==> src/rtl/evflag_pkg.sv <==
package evflag_pkg;

  // Next value of a single flag, given the merged set and clear requests.
  function automatic logic flag_next(input logic set_req, input logic clr_req,
                                     input logic cur, input bit set_wins);
    logic nxt;
    if (set_wins) nxt = set_req | (cur & ~clr_req);
    else          nxt = ~clr_req & (set_req | cur);
    return nxt;
  endfunction

  // Rising edge of a synchronized level against its delayed copy.
  function automatic logic rise_of(input logic now_lvl, input logic last_lvl);
    return now_lvl & ~last_lvl;
  endfunction

endpackage

==> src/rtl/evflag_sync.sv <==
module evflag_sync #(
  parameter int NUM_FLAGS   = 8,
  parameter int SYNC_STAGES = 2
) (
  input  logic                 clk,
  input  logic                 rst_n,
  input  logic [NUM_FLAGS-1:0] evt_async,
  output logic [NUM_FLAGS-1:0] evt_rise
);
  import evflag_pkg::*;

  localparam int LAST = SYNC_STAGES - 1;

  logic [NUM_FLAGS-1:0] lvl_sync;
  logic [NUM_FLAGS-1:0] lvl_prev;

  for (genvar i = 0; i < NUM_FLAGS; i++) begin : g_bit
    logic [SYNC_STAGES-1:0] chain;

    always_ff @(posedge clk or negedge rst_n) begin
      if (!rst_n) begin
        chain       <= '0;
        lvl_prev[i] <= 1'b0;
      end else begin
        chain       <= {chain[SYNC_STAGES-2:0], evt_async[i]};
        lvl_prev[i] <= lvl_sync[i];
      end
    end

    assign lvl_sync[i] = chain[LAST];
    assign evt_rise[i] = rise_of(lvl_sync[i], lvl_prev[i]);

    // an edge produces a pulse of exactly one cycle
    a_r2_single_pulse: assert property (@(posedge clk) disable iff (!rst_n)
      evt_rise[i] |=> !evt_rise[i]);
  end

endmodule

==> src/rtl/evflag_store.sv <==
module evflag_store #(
  parameter int NUM_FLAGS = 8,
  parameter bit SET_WINS  = 1'b1
) (
  input  logic                 clk,
  input  logic                 rst_n,
  input  logic [NUM_FLAGS-1:0] set_vec,
  input  logic [NUM_FLAGS-1:0] clr_vec,
  output logic [NUM_FLAGS-1:0] q
);
  import evflag_pkg::*;

  logic [NUM_FLAGS-1:0] q_nxt;

  for (genvar i = 0; i < NUM_FLAGS; i++) begin : g_cell
    assign q_nxt[i] = flag_next(set_vec[i], clr_vec[i], q[i], SET_WINS);
  end

  always_ff @(posedge clk or negedge rst_n) begin
    if (!rst_n) q <= '0;
    else        q <= q_nxt;
  end

  // with no request the flags hold
  a_r3_hold: assert property (@(posedge clk) disable iff (!rst_n)
    (set_vec == '0 && clr_vec == '0) |=> $stable(q));

  // a set with no clear always lands
  a_r8_set_lands: assert property (@(posedge clk) disable iff (!rst_n)
    ((set_vec & ~clr_vec) != '0) |=> ((q & $past(set_vec & ~clr_vec)) == $past(set_vec & ~clr_vec)));

  // a clear with no set always lands
  a_r4_clr_lands: assert property (@(posedge clk) disable iff (!rst_n)
    ((clr_vec & ~set_vec) != '0) |=> ((q & $past(clr_vec & ~set_vec)) == '0));

  if (SET_WINS) begin : g_set_pri
    // set wins a same-cycle conflict
    a_r6_set_wins: assert property (@(posedge clk) disable iff (!rst_n)
      ((set_vec & clr_vec) != '0) |=> ((q & $past(set_vec & clr_vec)) == $past(set_vec & clr_vec)));
  end else begin : g_clr_pri
    // clear wins a same-cycle conflict
    a_r7_clr_wins: assert property (@(posedge clk) disable iff (!rst_n)
      ((set_vec & clr_vec) != '0) |=> ((q & $past(set_vec & clr_vec)) == '0));
  end

endmodule

==> src/rtl/evflag_irq.sv <==
module evflag_irq #(
  parameter int NUM_FLAGS = 8
) (
  input  logic [NUM_FLAGS-1:0] q,
  input  logic [NUM_FLAGS-1:0] en,
  output logic                 irq
);
  logic [NUM_FLAGS-1:0] armed;

  assign armed = q & en;
  assign irq   = |armed;

endmodule

==> src/rtl/evflag_bank.sv <==
module evflag_bank #(
  parameter int NUM_FLAGS   = 8,
  parameter int SYNC_STAGES = 2,
  parameter bit SET_WINS    = 1'b1
) (
  input  logic                 clk,
  input  logic                 rst_n,
  input  logic [NUM_FLAGS-1:0] evt_in,
  input  logic                 wr_en,
  input  logic [NUM_FLAGS-1:0] wr_clr,
  input  logic [NUM_FLAGS-1:0] wr_set,
  input  logic                 clr_all,
  input  logic [NUM_FLAGS-1:0] irq_en,
  output logic [NUM_FLAGS-1:0] flags,
  output logic                 irq
);

  logic [NUM_FLAGS-1:0] evt_rise;
  logic [NUM_FLAGS-1:0] set_vec;
  logic [NUM_FLAGS-1:0] clr_vec;

  evflag_sync #(.NUM_FLAGS(NUM_FLAGS), .SYNC_STAGES(SYNC_STAGES)) u_sync (
    .clk       (clk),
    .rst_n     (rst_n),
    .evt_async (evt_in),
    .evt_rise  (evt_rise)
  );

  assign set_vec = evt_rise | (wr_en ? wr_set : '0);
  assign clr_vec = (wr_en ? wr_clr : '0) | {NUM_FLAGS{clr_all}};

  evflag_store #(.NUM_FLAGS(NUM_FLAGS), .SET_WINS(SET_WINS)) u_store (
    .clk     (clk),
    .rst_n   (rst_n),
    .set_vec (set_vec),
    .clr_vec (clr_vec),
    .q       (flags)
  );

  evflag_irq #(.NUM_FLAGS(NUM_FLAGS)) u_irq (
    .q   (flags),
    .en  (irq_en),
    .irq (irq)
  );

  // the bank-wide clear empties every flag when nothing sets
  a_r5_clear_all: assert property (@(posedge clk) disable iff (!rst_n)
    (clr_all && set_vec == '0) |=> (flags == '0));

  // the interrupt never rises without a flag behind it
  a_r9_irq_needs_flag: assert property (@(posedge clk) disable iff (!rst_n)
    irq |-> (flags != '0));

endmodule

==> config.mk <==
export PLATFORM = sky130hd
export DESIGN_NAME = evflag_bank
export DESIGN_NICKNAME = d
export VERILOG_FILES = /design/src/rtl/evflag_pkg.sv /design/src/rtl/evflag_sync.sv /design/src/rtl/evflag_store.sv /design/src/rtl/evflag_irq.sv /design/src/rtl/evflag_bank.sv
export SDC_FILE = /design/constraint.sdc
export NUM_CORES = 1
export LEC_CHECK = 0
export BUFFER_PORTS_ARGS = -buffer_cell sky130_fd_sc_hd__buf_2
export CAP_MARGIN = 40
export CORE_MARGIN = 1.5
export CORE_UTILIZATION = 49
export CTS_CLUSTER_SIZE = 30
export DETAILED_ROUTE_END_ITERATION = 7
export HOLD_SLACK_MARGIN = 0.03
export PLACE_DENSITY_LB_ADDON = 0.05
export SYNTH_ARGS = -nofsm -noshare
export SYNTH_HDL_FRONTEND = slang
export SYNTH_SLANG_ARGS = --single-unit
==> constraint.sdc <==
create_clock -name clk -period 2.22 [get_ports clk]
set_input_delay 0.333 -clock clk [delete_from_list [all_inputs] [get_ports clk]]
set_output_delay 0.333 -clock clk [all_outputs]
set_load 0.02 [all_outputs]
Word-level counts from Yosys, hierarchy flattened. Cells that the tools add are included.

Output and inout bits: 9. Register bits: 32. Bits of input ports: 36. Word-level logic and storage cells: 63.

Mux-type cells: 2. Bitwise logic cells: 43. Reductions and logical operators: 1.

Operators with widths (number): AND 1 bit (16); two-way mux 8 bit (2); inverter 1 bit (16); bitwise OR 8 bit (2); AND 8 bit (1); bitwise OR 1 bit (8); OR reduction 8 bit (1).

Longest topological paths before layout.
Depth in word-level cells: 5. Gate-level depth with buffers: 4. Depth with buffers taken out: 2.

Modules after synthesis. A second synthesis with hierarchy kept.

Cell total of the unflattened synthesis: 80. Area total of the unflattened synthesis: 1192.4 um^2.

By module, submodules not included: evflag_sync (area an instance 710.7 um^2, seq. area each 600.6 um^2, instances 1, cells each 32); evflag_store (area an instance 290.3 um^2, seq. area each 200.2 um^2, instances 1, cells each 24); evflag_bank (area an instance 155.1 um^2, seq. area each 0.0 um^2, instances 1, cells each 19); evflag_irq (area an instance 36.3 um^2, seq. area each 0.0 um^2, instances 1, cells each 5).

Worst setup path after synthesis. OpenSTA, ideal clock, no wires.

Kind: register to output. Start point: register u_store.q[4]. End point: output port irq. Arrival: 886 ps. Path buffers: 0. Data required time: 1887 ps. Stages on the path, launching flop included: 3. Slack: 1001 ps. Cell sequence: dfrtp_1 a22oi_1 nand4_1.

Word-level cells in the longest chain between the ends: 2.

RTL lines: start: declaration (line evflag_store.sv:9) `output logic [NUM_FLAGS-1:0] q`; start signal: assignment (line evflag_store.sv:21) `else q <= q_nxt;`; AND 8 bit (line evflag_irq.sv:10) `assign armed = q & en;`; OR reduction 8 bit (line evflag_irq.sv:11) `assign irq = |armed;`; end: declaration (line evflag_bank.sv:15) `output logic irq`.

No other way between the ends.

Final worst setup path. Ends and elaborated chain as after synthesis.

==> results.yml <==
worst_setup_path:
  reg2reg_setup_slack_ns: 1.23
  worstPathMaxFanout: 3
  kind_of_end_point_of_the_critical_path: "primary output"
  timing_worst_setup_path_type: "reg -> out"
  arrival_ns: 1.23
  worstSetupStartpointType: "flop"
  cp_required_ns: 1.89
floorplanning:
  fp.dieH_um: 50.2
  dieWidth_um: 50.2
  core_footprint_sq_um: 2020
  die_area_sq_um: 2520
  standard_cell_row_count: 16
  ios: 45
  floorplan.initialDensity_pct: 54.0
global_route:
  global_route_wire_length_before_repair_um: 2950
  first_global_vias: 673
  grt_overflow: 0
  grt_max_degree: 33
  grt_antenna_before_repair: 0
  all_layer_global_routing_usage_pct: 16.7
detailed_routing:
  drt_pre_antenna_iters: 4
  topRoutingLayerUsed: "met4"
  drt-initial-drc-count: 3
  route.detailed.wl_per_inst_um: 12.1
  vias: 736
  ratio_of_routed_vias_to_standard_cells: 5.01
  met2_wirelength_um: 818
  drt-total-wl_um: 1780
  drc: 0
  met3_wirelength_um: 178
  post_route_met1_wirelength_um: 744
  antenna_violating_nets_post_route: 0
clock_network:
  cts-resized-gates: 0
  clkTransAtPathRegs_ns: 0.09
  cts.hold.buffers_added: 0
  tritoncts.num_buffers: 5
  clock_path_buffers: 2
  clock_tree.htree_level_count: 2
  postCtsSetupRepairBufs: 0
  cts-root-buf: "clkbuf_4"
  cts.sink_count: 32
  tritoncts: "built"
  clock_latency_ns: 0.32
timing:
  clock_skew_ns: 0.0100
  min_period_ns: 1.56
  period_share_pct: 70.2
  drv_slew: 0
  worst_slew_pin_slew_ns: 0.654
  rsz0062_at_grt: "false"
  fmaxAchievable_mhz: 642
  finalSetupViolations: 0
  slew_headroom_pct: 56.4
  final-hold-violation-count: 0
  setup-tns-final_ns: 0
layout:
  syn2layout_area_growth_pct: 26.4
  antenna_cells_inserted: 0
  finish.cell_count_without_fillers: 147
  final_layout_size_suffix_gt1_share_pct: 49.2
  fin_nets: 156
  layout.cell_area.non_filler_sq_um: 1380
min_path:
  hold_path.class: "in -> async"
yosys:
  synth_edf_count: 0
  synth_ff_type: "dfrtp_1"
  yosys.area.top_type_share_pct: 73.4
  yosys_warnings: 0
  synth.lib_cells_used.distinct: 10
  post_synth_instance_area_sq_um: 1090
  register_area_share_after_synthesis_pct: 73.4
  syn-num-nets: 107
  synth_most_common_cell: "dfrtp_1"
  synth-async-reset-ratio_pct: 100
  synth_cells: 71
  synthDominantAreaCellType: "dfrtp_1"
  synth.ff_latch_count: 32
  synthTopCellsByCount: "32 x dfrtp_1, 16 x nor2b_1, 6 x a221o_2, 6 x nand2_1, 4 x a22oi_1"
  post_synthesis_area_per_instance_sq_um: 15.4
  netlist_top_cells_area: "dfrtp_1 73%, nor2b_1 9.2%, a221o_2 6.2%"
placement:
  postPlaceCellArea_sq_um: 1310
  dpl.cell_count: 140
  placement.io_buffers: 44
  global_placement_routability_congestion: 0.692
  dp_hpwl_um: 1320
power_and_ir_drop:
  vdd_drop_max_uv: 632
  power_density_relative_to_cell_area_nw_per_um2: 803
  power.leakage_nw: 0.668
job:
  max_cap_viols: 0
outcome:
  status: "complete, no violations"
## cells in the final DEF (no fill, tap or decap)
cell / synthesis / final
nand2_2: 2 / 2
clkbuf_8: 0 / 2
nand2_1: 6 / 6
nand4_1: 1 / 1
buf_2: 0 / 44
dfrtp_1: 32 / 32
clkbuf_4: 0 / 5
nor2b_1: 16 / 16
a22oi_1: 4 / 4
a221o_2: 6 / 6
a221o_1: 2 / 2
## kinds of logic (layout without fill, tap and decap cells)
| group | Yosys count | after routing | share of synthesized area (%) |
|---|---|---|---|
| compound gates | 12 | 12 | 10.8 |
| buf+inv | 2 | 51 | 2.87 |
| flops | 32 | 32 | 73.4 |
| simple gates | 25 | 25 | 13.0 |
## worst paths after layout
check,from,to,cells past startpoint
setup / recovery,u_store.q[4]$_DFF_PN0_,irq,3
hold / removal,rst_n,u_sync.g_bit[1].chain[1]$_DFF_PN0_,1
setup reg to reg,u_store.q[4]$_DFF_PN0_,u_store.q[4]$_DFF_PN0_,2
hold reg to reg,u_sync.g_bit[0].chain[0]$_DFF_PN0_,u_sync.g_bit[0].chain[1]$_DFF_PN0_,0
max in group asynchronous,rst_n,u_sync.g_bit[5].chain[0]$_DFF_PN0_,1
min in group clk,evt_in[1],u_sync.g_bit[1].chain[0]$_DFF_PN0_,1
## power breakdown
part | total (mW) | switching, mW | internal, mW
Combinational | 0.125 | 0.0643 | 0.0612
Sequential | 0.637 | 0.0177 | 0.619
Clock | 0.344 | 0.165 | 0.179
Total | 1.11 | 0.247 | 0.860
## layer usage
metal,vias up,global-route usage [%]
li1,349,-
met1,346,19.5
met2,33,25.9
met3,8,7.74
met4,0,8.33
met5,-,0
## through the flow
step / hold WS (ns) / total power, mW / utilization, % / setup WS (ns)
2_1_floorplan: 0.0374 / 0.713 / - / 1.00
3_3_place_gp: 0.334 / 0.773 / 65.0 / 1.03
3_5_place_dp: 0.335 / 0.777 / 65.0 / 0.960
4_1_cts: 0.0484 / 1.12 / 68.2 / 0.629
5_1_grt: 0.0856 / 1.17 / 68.2 / 0.575
6_report: 0.0325 / 1.11 / 68.2 / 0.661
## critical path: stages, from the launching register on
cell and delay, ns:
dfrtp_1 0.41, a22oi_1 0.21, nand4_1 0.12, buf_2 0.17
## final cells by class
type                       count  area, sq um
sequential                    32          801
fill                         156          643
multi-input combinational     37          259
timing repair buffer          44          220
clock buffer                   7         65.1
tap                           27         33.8
## registers in the layout (all words and copies together), names as in the netlist
name / count
u_sync.lvl_prev: 8
u_store.q: 8
u_sync.g_bit.chain: 16
Note: power is estimated with default switching activity, not from simulation.
